<file path="src/rtl/clkroot_cfg_pkg.sv">
package clkroot_cfg_pkg;
  localparam int OFF_CMD = 'h00;
  localparam int OFF_CFG = 'h04;
  localparam int OFF_M   = 'h08;
  localparam int OFF_N   = 'h0C;
  localparam int OFF_D   = 'h10;

  localparam int CMD_UPD_BIT   = 0;
  localparam int CMD_ROOTEN_BIT = 1;
  localparam int CMD_DIRTY_LSB = 4;
  localparam int CFG_SRC_LSB   = 8;
  localparam int CFG_MODE_LSB  = 12;
  localparam logic [1:0] MODE_DUAL_EDGE = 2'd2;

  // dirty slot order: 0 config, 1 N, 2 M, 3 D
  function automatic int mnd_offset(input int k);
    case (k)
      0: return OFF_M;
      1: return OFF_N;
      default: return OFF_D;
    endcase
  endfunction

  function automatic int mnd_dirty_slot(input int k);
    case (k)
      0: return 2;
      1: return 1;
      default: return 3;
    endcase
  endfunction

  function automatic logic [31:0] pack_cmd(input logic pend, input logic ren,
                                           input logic [3:0] dirty, input logic roff);
    logic [31:0] w;
    w = '0;
    w[CMD_UPD_BIT] = pend;
    w[CMD_ROOTEN_BIT] = ren;
    w[CMD_DIRTY_LSB +: 4] = dirty;
    w[31] = roff;
    return w;
  endfunction

  function automatic logic [31:0] pack_cfg(input logic [31:0] pdiv, input logic [2:0] src,
                                           input logic [1:0] mode);
    logic [31:0] w;
    w = pdiv;
    w[CFG_SRC_LSB +: 3] = src;
    w[CFG_MODE_LSB +: 2] = mode;
    return w;
  endfunction
endpackage

</file>
<file path="src/rtl/clkroot_cfg_field.sv">
module clkroot_cfg_field #(
  parameter int W = 8
) (
  input  logic         clk,
  input  logic         rst_n,
  input  logic         wr_en,
  input  logic [W-1:0] wdata,
  input  logic         load_live,
  output logic [W-1:0] shadow,
  output logic [W-1:0] live
);
  always_ff @(posedge clk) begin
    if (!rst_n) begin
      shadow <= '0;
      live   <= '0;
    end else begin
      if (wr_en)     shadow <= wdata;
      if (load_live) live   <= shadow;
    end
  end
endmodule

</file>
<file path="src/rtl/clkroot_cfg_commit.sv">
module clkroot_cfg_commit #(
  parameter int NSLOT = 4
) (
  input  logic             clk,
  input  logic             rst_n,
  input  logic             cmd_wr,
  input  logic             upd_bit,
  input  logic             ren_bit,
  input  logic             apply_ack,
  input  logic [NSLOT-1:0] wr_mask,
  output logic             commit_start,
  output logic             commit_done,
  output logic             pending,
  output logic             root_en,
  output logic [NSLOT-1:0] dirty
);
  logic [NSLOT-1:0] late;
  logic [NSLOT-1:0] dirty_nxt, late_nxt;

  assign commit_start = cmd_wr & upd_bit & ~pending;
  assign commit_done  = pending & apply_ack;

  always_comb begin
    dirty_nxt = dirty | wr_mask;
    late_nxt  = pending ? (late | wr_mask) : late;
    if (commit_done) begin
      dirty_nxt = late | wr_mask;
      late_nxt  = '0;
    end
  end

  always_ff @(posedge clk) begin
    if (!rst_n) begin
      pending <= 1'b0;
      root_en <= 1'b0;
      dirty   <= '0;
      late    <= '0;
    end else begin
      if (commit_start)     pending <= 1'b1;
      else if (commit_done) pending <= 1'b0;
      if (cmd_wr) root_en <= ren_bit;
      dirty <= dirty_nxt;
      late  <= late_nxt;
    end
  end
endmodule

</file>
<file path="src/rtl/clkroot_cfg_rdmux.sv">
module clkroot_cfg_rdmux
  import clkroot_cfg_pkg::*;
#(
  parameter int ADDR_W = 5,
  parameter int DATA_W = 32
) (
  input  logic [ADDR_W-1:0] addr,
  input  logic [DATA_W-1:0] cmd_word,
  input  logic [DATA_W-1:0] cfg_word,
  input  logic [DATA_W-1:0] m_word,
  input  logic [DATA_W-1:0] n_word,
  input  logic [DATA_W-1:0] d_word,
  output logic [DATA_W-1:0] rdata
);
  always_comb begin
    rdata = '0;
    if (addr == ADDR_W'(OFF_CMD)) rdata = cmd_word;
    if (addr == ADDR_W'(OFF_CFG)) rdata = cfg_word;
    if (addr == ADDR_W'(OFF_M))   rdata = m_word;
    if (addr == ADDR_W'(OFF_N))   rdata = n_word;
    if (addr == ADDR_W'(OFF_D))   rdata = d_word;
  end
endmodule

</file>
<file path="src/rtl/clkroot_cfg_regs.sv">
module clkroot_cfg_regs
  import clkroot_cfg_pkg::*;
#(
  parameter int ADDR_W = 5,
  parameter int DATA_W = 32,
  parameter int PDIV_W = 5,
  parameter int MND_W  = 8
) (
  input  logic              clk,
  input  logic              rst_n,
  input  logic              bus_wr,
  input  logic [ADDR_W-1:0] bus_addr,
  input  logic [DATA_W-1:0] bus_wdata,
  output logic [DATA_W-1:0] bus_rdata,
  input  logic              apply_ack,
  input  logic              root_off_i,
  output logic              root_en,
  output logic              apply_req,
  output logic [PDIV_W-1:0] live_pdiv,
  output logic [2:0]        live_src,
  output logic [1:0]        live_mode,
  output logic              live_dual_edge,
  output logic [MND_W-1:0]  live_m,
  output logic [MND_W-1:0]  live_n,
  output logic [MND_W-1:0]  live_d
);
  localparam int NSLOT  = 4;
  localparam int NMND   = 3;
  localparam int LIVE_W = PDIV_W + 3 + 2 + NMND * MND_W;

  logic hit_cmd, hit_cfg;
  logic [NMND-1:0] hit_mnd;
  logic [NSLOT-1:0] wr_mask;
  logic commit_start, commit_done, pending;
  logic [NSLOT-1:0] dirty;
  logic rd_is_mnd, rd_is_cmd;

  logic [PDIV_W-1:0] sh_pdiv;
  logic [2:0]        sh_src;
  logic [1:0]        sh_mode;
  logic [MND_W-1:0]  sh_mnd [NMND];
  logic [MND_W-1:0]  lv_mnd [NMND];
  logic [LIVE_W-1:0] live_vec;

  assign hit_cmd = (bus_addr == ADDR_W'(OFF_CMD));
  assign hit_cfg = (bus_addr == ADDR_W'(OFF_CFG));

  always_comb begin
    wr_mask    = '0;
    wr_mask[0] = bus_wr & hit_cfg;
    for (int k = 0; k < NMND; k++)
      wr_mask[mnd_dirty_slot(k)] = bus_wr & hit_mnd[k];
  end

  clkroot_cfg_commit #(.NSLOT(NSLOT)) u_commit (
    .clk(clk), .rst_n(rst_n),
    .cmd_wr(bus_wr & hit_cmd),
    .upd_bit(bus_wdata[CMD_UPD_BIT]),
    .ren_bit(bus_wdata[CMD_ROOTEN_BIT]),
    .apply_ack(apply_ack),
    .wr_mask(wr_mask),
    .commit_start(commit_start),
    .commit_done(commit_done),
    .pending(pending),
    .root_en(root_en),
    .dirty(dirty)
  );

  clkroot_cfg_field #(.W(PDIV_W)) u_pdiv (
    .clk(clk), .rst_n(rst_n), .wr_en(wr_mask[0]),
    .wdata(bus_wdata[PDIV_W-1:0]), .load_live(commit_start),
    .shadow(sh_pdiv), .live(live_pdiv));

  clkroot_cfg_field #(.W(3)) u_src (
    .clk(clk), .rst_n(rst_n), .wr_en(wr_mask[0]),
    .wdata(bus_wdata[CFG_SRC_LSB +: 3]), .load_live(commit_start),
    .shadow(sh_src), .live(live_src));

  clkroot_cfg_field #(.W(2)) u_mode (
    .clk(clk), .rst_n(rst_n), .wr_en(wr_mask[0]),
    .wdata(bus_wdata[CFG_MODE_LSB +: 2]), .load_live(commit_start),
    .shadow(sh_mode), .live(live_mode));

  for (genvar k = 0; k < NMND; k++) begin : g_mnd
    assign hit_mnd[k] = (bus_addr == ADDR_W'(mnd_offset(k)));
    clkroot_cfg_field #(.W(MND_W)) u_cnt (
      .clk(clk), .rst_n(rst_n), .wr_en(wr_mask[mnd_dirty_slot(k)]),
      .wdata(bus_wdata[MND_W-1:0]), .load_live(commit_start),
      .shadow(sh_mnd[k]), .live(lv_mnd[k]));
  end

  assign live_m = lv_mnd[0];
  assign live_n = lv_mnd[1];
  assign live_d = lv_mnd[2];
  assign live_dual_edge = (live_mode == MODE_DUAL_EDGE);
  assign apply_req = pending;
  assign live_vec  = {live_pdiv, live_src, live_mode, live_m, live_n, live_d};
  assign rd_is_mnd = |hit_mnd;
  assign rd_is_cmd = hit_cmd;

  clkroot_cfg_rdmux #(.ADDR_W(ADDR_W), .DATA_W(DATA_W)) u_rdmux (
    .addr(bus_addr),
    .cmd_word(DATA_W'(pack_cmd(pending, root_en, dirty, root_off_i))),
    .cfg_word(DATA_W'(pack_cfg(32'(sh_pdiv), sh_src, sh_mode))),
    .m_word(DATA_W'(sh_mnd[0])),
    .n_word(DATA_W'(sh_mnd[1])),
    .d_word(DATA_W'(sh_mnd[2])),
    .rdata(bus_rdata)
  );
endmodule

</file>
<file path="config.mk">
export PLATFORM = sky130hd
export DESIGN_NAME = clkroot_cfg_regs
export DESIGN_NICKNAME = d
export VERILOG_FILES = /design/src/rtl/clkroot_cfg_pkg.sv /design/src/rtl/clkroot_cfg_field.sv /design/src/rtl/clkroot_cfg_commit.sv /design/src/rtl/clkroot_cfg_rdmux.sv /design/src/rtl/clkroot_cfg_regs.sv
export SDC_FILE = /design/constraint.sdc
export NUM_CORES = 1
export LEC_CHECK = 0
export ABC_AREA = 1
export BUFFER_PORTS_ARGS = -buffer_cell sky130_fd_sc_hd__buf_2
export CAP_MARGIN = 20
export CORE_MARGIN = 2
export CORE_UTILIZATION = 40
export DETAILED_ROUTE_END_ITERATION = 6
export GPL_TIMING_DRIVEN = 1
export SETUP_SLACK_MARGIN = 0.3
export SLEW_MARGIN = 40
export SYNTH_ARGS = -nofsm -noshare
export SYNTH_HDL_FRONTEND = slang
export SYNTH_SLANG_ARGS = --single-unit
</file>
<file path="constraint.sdc">
create_clock -name clk -period 1.55 [get_ports clk]
set_clock_uncertainty 0.05 [all_clocks]
set_input_delay 0 -clock clk [delete_from_list [all_inputs] [get_ports clk]]
set_output_delay 0 -clock clk [all_outputs]
set_load 0.005 [all_outputs]
</file>
==> impl_metrics.py <==
metrics = {
    "floorplan": {
        "die_h_um": 101,
        "die_w_um": 101,
        "boundaryPins": 111,
        "core_mm2": 0.00920,
        "die-area_mm2": 0.0102,
        "start_util": 0.410,
        "num_rows": 35,
    },
    "setup_path": {
        "crit_chain": "buf_4, inv_6, nand4_4, clkbuf_16, nand2_1, inv_1, nor2_1",
        "start_kind": "register",
        "end_kind": "register",
        "arrival_ns": 1.53,
        "slowest_delay_ns": 0.33,
        "cp_num_buf_inv": 4,
        "cp_top_family": "buffers and inverters",
        "worstPathRequired_ns": 1.78,
        "crit_type": "register to register",
        "crit_fanout": 7,
        "cp_slowest_cell": "dfxtp_2",
    },
    "final_layout": {
        "antenna_cells": 0,
        "layout.nets": 698,
        "fin_cells": 770,
        "syn_to_final_growth_pct": 27.3,
        "drive_above_1_share": 0.240,
        "num-fill-cells": 935,
    },
    "synthesis": {
        "synth_seq_cells": 78,
        "ys_async_sr_fraction": 0,
        "synthTopCellsByArea": "dfxtp_1 (41%), nand2_1 (12%), inv_1 (11%)",
        "syn_area_per_cell_um2": 6.79,
        "synth_ff_type": "dfxtp_1",
        "synth_commonest_cells": "nand2_1 (119), inv_1 (111), dfxtp_1 (78), nor2_1 (56), a21oi_1 (38)",
        "yosys.cell_count.top_type": "nand2_1",
        "synthDistinctLibCells": 23,
        "netlist_instances": 555,
        "post-synth-top-area-cell": "dfxtp_1",
        "synth_warnings": 0,
        "synth_top_area_share": 0.414,
        "synth_seq_area_share": 0.414,
        "netlist_area_mm2": 0.00377,
        "synth_edf_count": 0,
    },
    "sta": {
        "setup_viol": 0,
        "relSlewSlack": 0.574,
        "min_period_ns": 1.29,
        "fmax_mhz": 773,
        "tightestPinTransition_ns": 0.639,
        "slew_viol_final": 0,
        "rsz0062_at_grt": "yes",
        "timing.final.crit_share": 0.834,
        "hold_violations": 0,
        "finalSetupTns_ns": 0,
    },
    "detailed_routing": {
        "via_per_inst": 4.78,
        "first_pass_iters": 4,
        "wl_per_cell_um": 13.4,
        "num_vias": 3679,
        "antenna_left": 0,
        "drc": 0,
        "wirelength_mm": 10.3,
        "drtIter0Drc": 163,
    },
    "grt": {
        "grt.total_usage": 0.198,
        "grt_pass1_wl_mm": 15.8,
        "antenna_found_initial": 0,
        "grt_pass1_vias": 3342,
        "grt_max_degree": 37,
        "grt_overflow": 0,
    },
    "flow_run": {
        "drv_cap": 0,
    },
    "placed_design": {
        "place_congestion": 0.811,
        "port-buffer-count": 73,
        "hpwl_mm": 6.83,
        "dp_cells": 725,
    },
    "clock_network": {
        "cts_buffers": 9,
        "insertion_delay_ns": 0.35,
        "cts_max_path_buffers": 2,
        "clkSinkCount": 78,
        "cts_root_buf": "clkbuf_8",
        "cts.clk_slew.worst_paths_ns": 0.08,
        "h-tree-depth": 3,
        "tritoncts": "done",
    },
    "outcome": {
        "status": "finished clean",
    },
    "pwr": {
        "ir_worst_vdd_mv": 0.396,
        "power.density_mw_per_mm2": 780,
        "p_leak_nw": 2.18,
    },
    "worst_hold_path": {
        "hold_path_class": "input pin to register",
    },
}
power breakdown:
group	internal, mW	switching, mW	leakage, nW
combinational	0.112	0.190	1.46
sequential	2.02	0.00873	0.631
clock	0.695	0.719	0.0914
worst register-to-register path, stage by stage, from the launching register on:
cell,delay (ns)
dfxtp_2,0.33
buf_4,0.14
inv_6,0.07
nand4_4,0.21
clkbuf_16,0.25
nand2_1,0.06
inv_1,0.03
nor2_1,0.08
stage by stage:
stage	setup slack [ns]	instance area [µm²]	utilization	hold WS, ns	power [mW]
final	0.257	4800	0.522	0.0873	3.74
after floorplan	0.326	3840	-	0.0207	2.26
after global routing	0.190	4800	0.522	0.0807	3.88
after detailed placement	0.205	4200	0.456	0.230	2.32
after CTS	0.158	4570	0.496	0.0420	3.75
after global placement	0.261	4200	0.456	0.227	2.32
what timing repair did:
item	in CTS	in global routing
hold endpoints to repair	40	0
cloned	0	4
buffers inserted	5	7
hold buffers	15	0
pin swaps	6	29
endpoints found under the setup margin	4	47
resized for setup	7	33
flip-flops by register name (all words and copies together), names as in the netlist, 3 cells and up:
signal and cells:
g_mnd.u_cnt.live 24, g_mnd.u_cnt.shadow 24, u_commit.dirty 4, u_commit.late 4
u_pdiv.live 5, u_pdiv.shadow 5, u_src.live 3, u_src.shadow 3
final timing paths:
kind                                    startpoint  slack [ns]                               endpoint  cells past startpoint
min reg2reg  g_mnd[0].u_cnt.shadow[4]$_SDFFE_PN0P_        0.42  g_mnd[0].u_cnt.shadow[4]$_SDFFE_PN0P_                      2
max reg2reg          u_commit.pending$_SDFFE_PN0P_        0.26    g_mnd[1].u_cnt.live[2]$_SDFFE_PN0P_                      7
max                  u_commit.pending$_SDFFE_PN0P_        0.26    g_mnd[1].u_cnt.live[2]$_SDFFE_PN0P_                      7
min                                         bus_wr        0.09          u_commit.late[1]$_SDFFE_PP0P_                      3
cell usage in the layout, fill, tap and decap left out, drive strengths merged, types with 18 or more instances in the layout:
cell	n
nand3	23
nor2	62
nand2	120
dfxtp	78
a21oi	38
inv	113
conb	18
buf	103
o21ai	25
nand4	38
logic make-up (layout without fill, tap and decap cells):
kind of cell,Yosys count,in the layout,synth area share
buffers and inverters,161,247,0.191
AO/OA/AOI/OAI,72,72,0.102
AND/OR/NAND/NOR,243,244,0.292
flip-flops,78,78,0.414
other,1,18,0.000994
layer usage:
| layer | up-vias | wire (µm) | global-route usage |
|---|---|---|---|
| met2 | 115 | 4950 | 0.319 |
| met4 | 0 | 145 | 0.0728 |
| met3 | 13 | 496 | 0.0291 |
| li1 | 1892 | - | - |
| met1 | 1659 | 4690 | 0.267 |
| met5 | - | 0 | 0 |
area by class of cell:
| type | instances | area (µm²) | share of cell area |
|---|---|---|---|
| multi-input cells | 334 | 1640 | 0.342 |
| flip-flops and latches | 78 | 1570 | 0.327 |
| repair buffers | 120 | 851 | 0.177 |
| inverters | 113 | 429 | 0.0894 |
| clock buffers | 13 | 169 | 0.0352 |
| well taps | 111 | 139 | 0.0289 |
| clock inverters | 1 | 5.00 | 0.00104 |
Note: power is estimated with default switching activity, not from simulation.
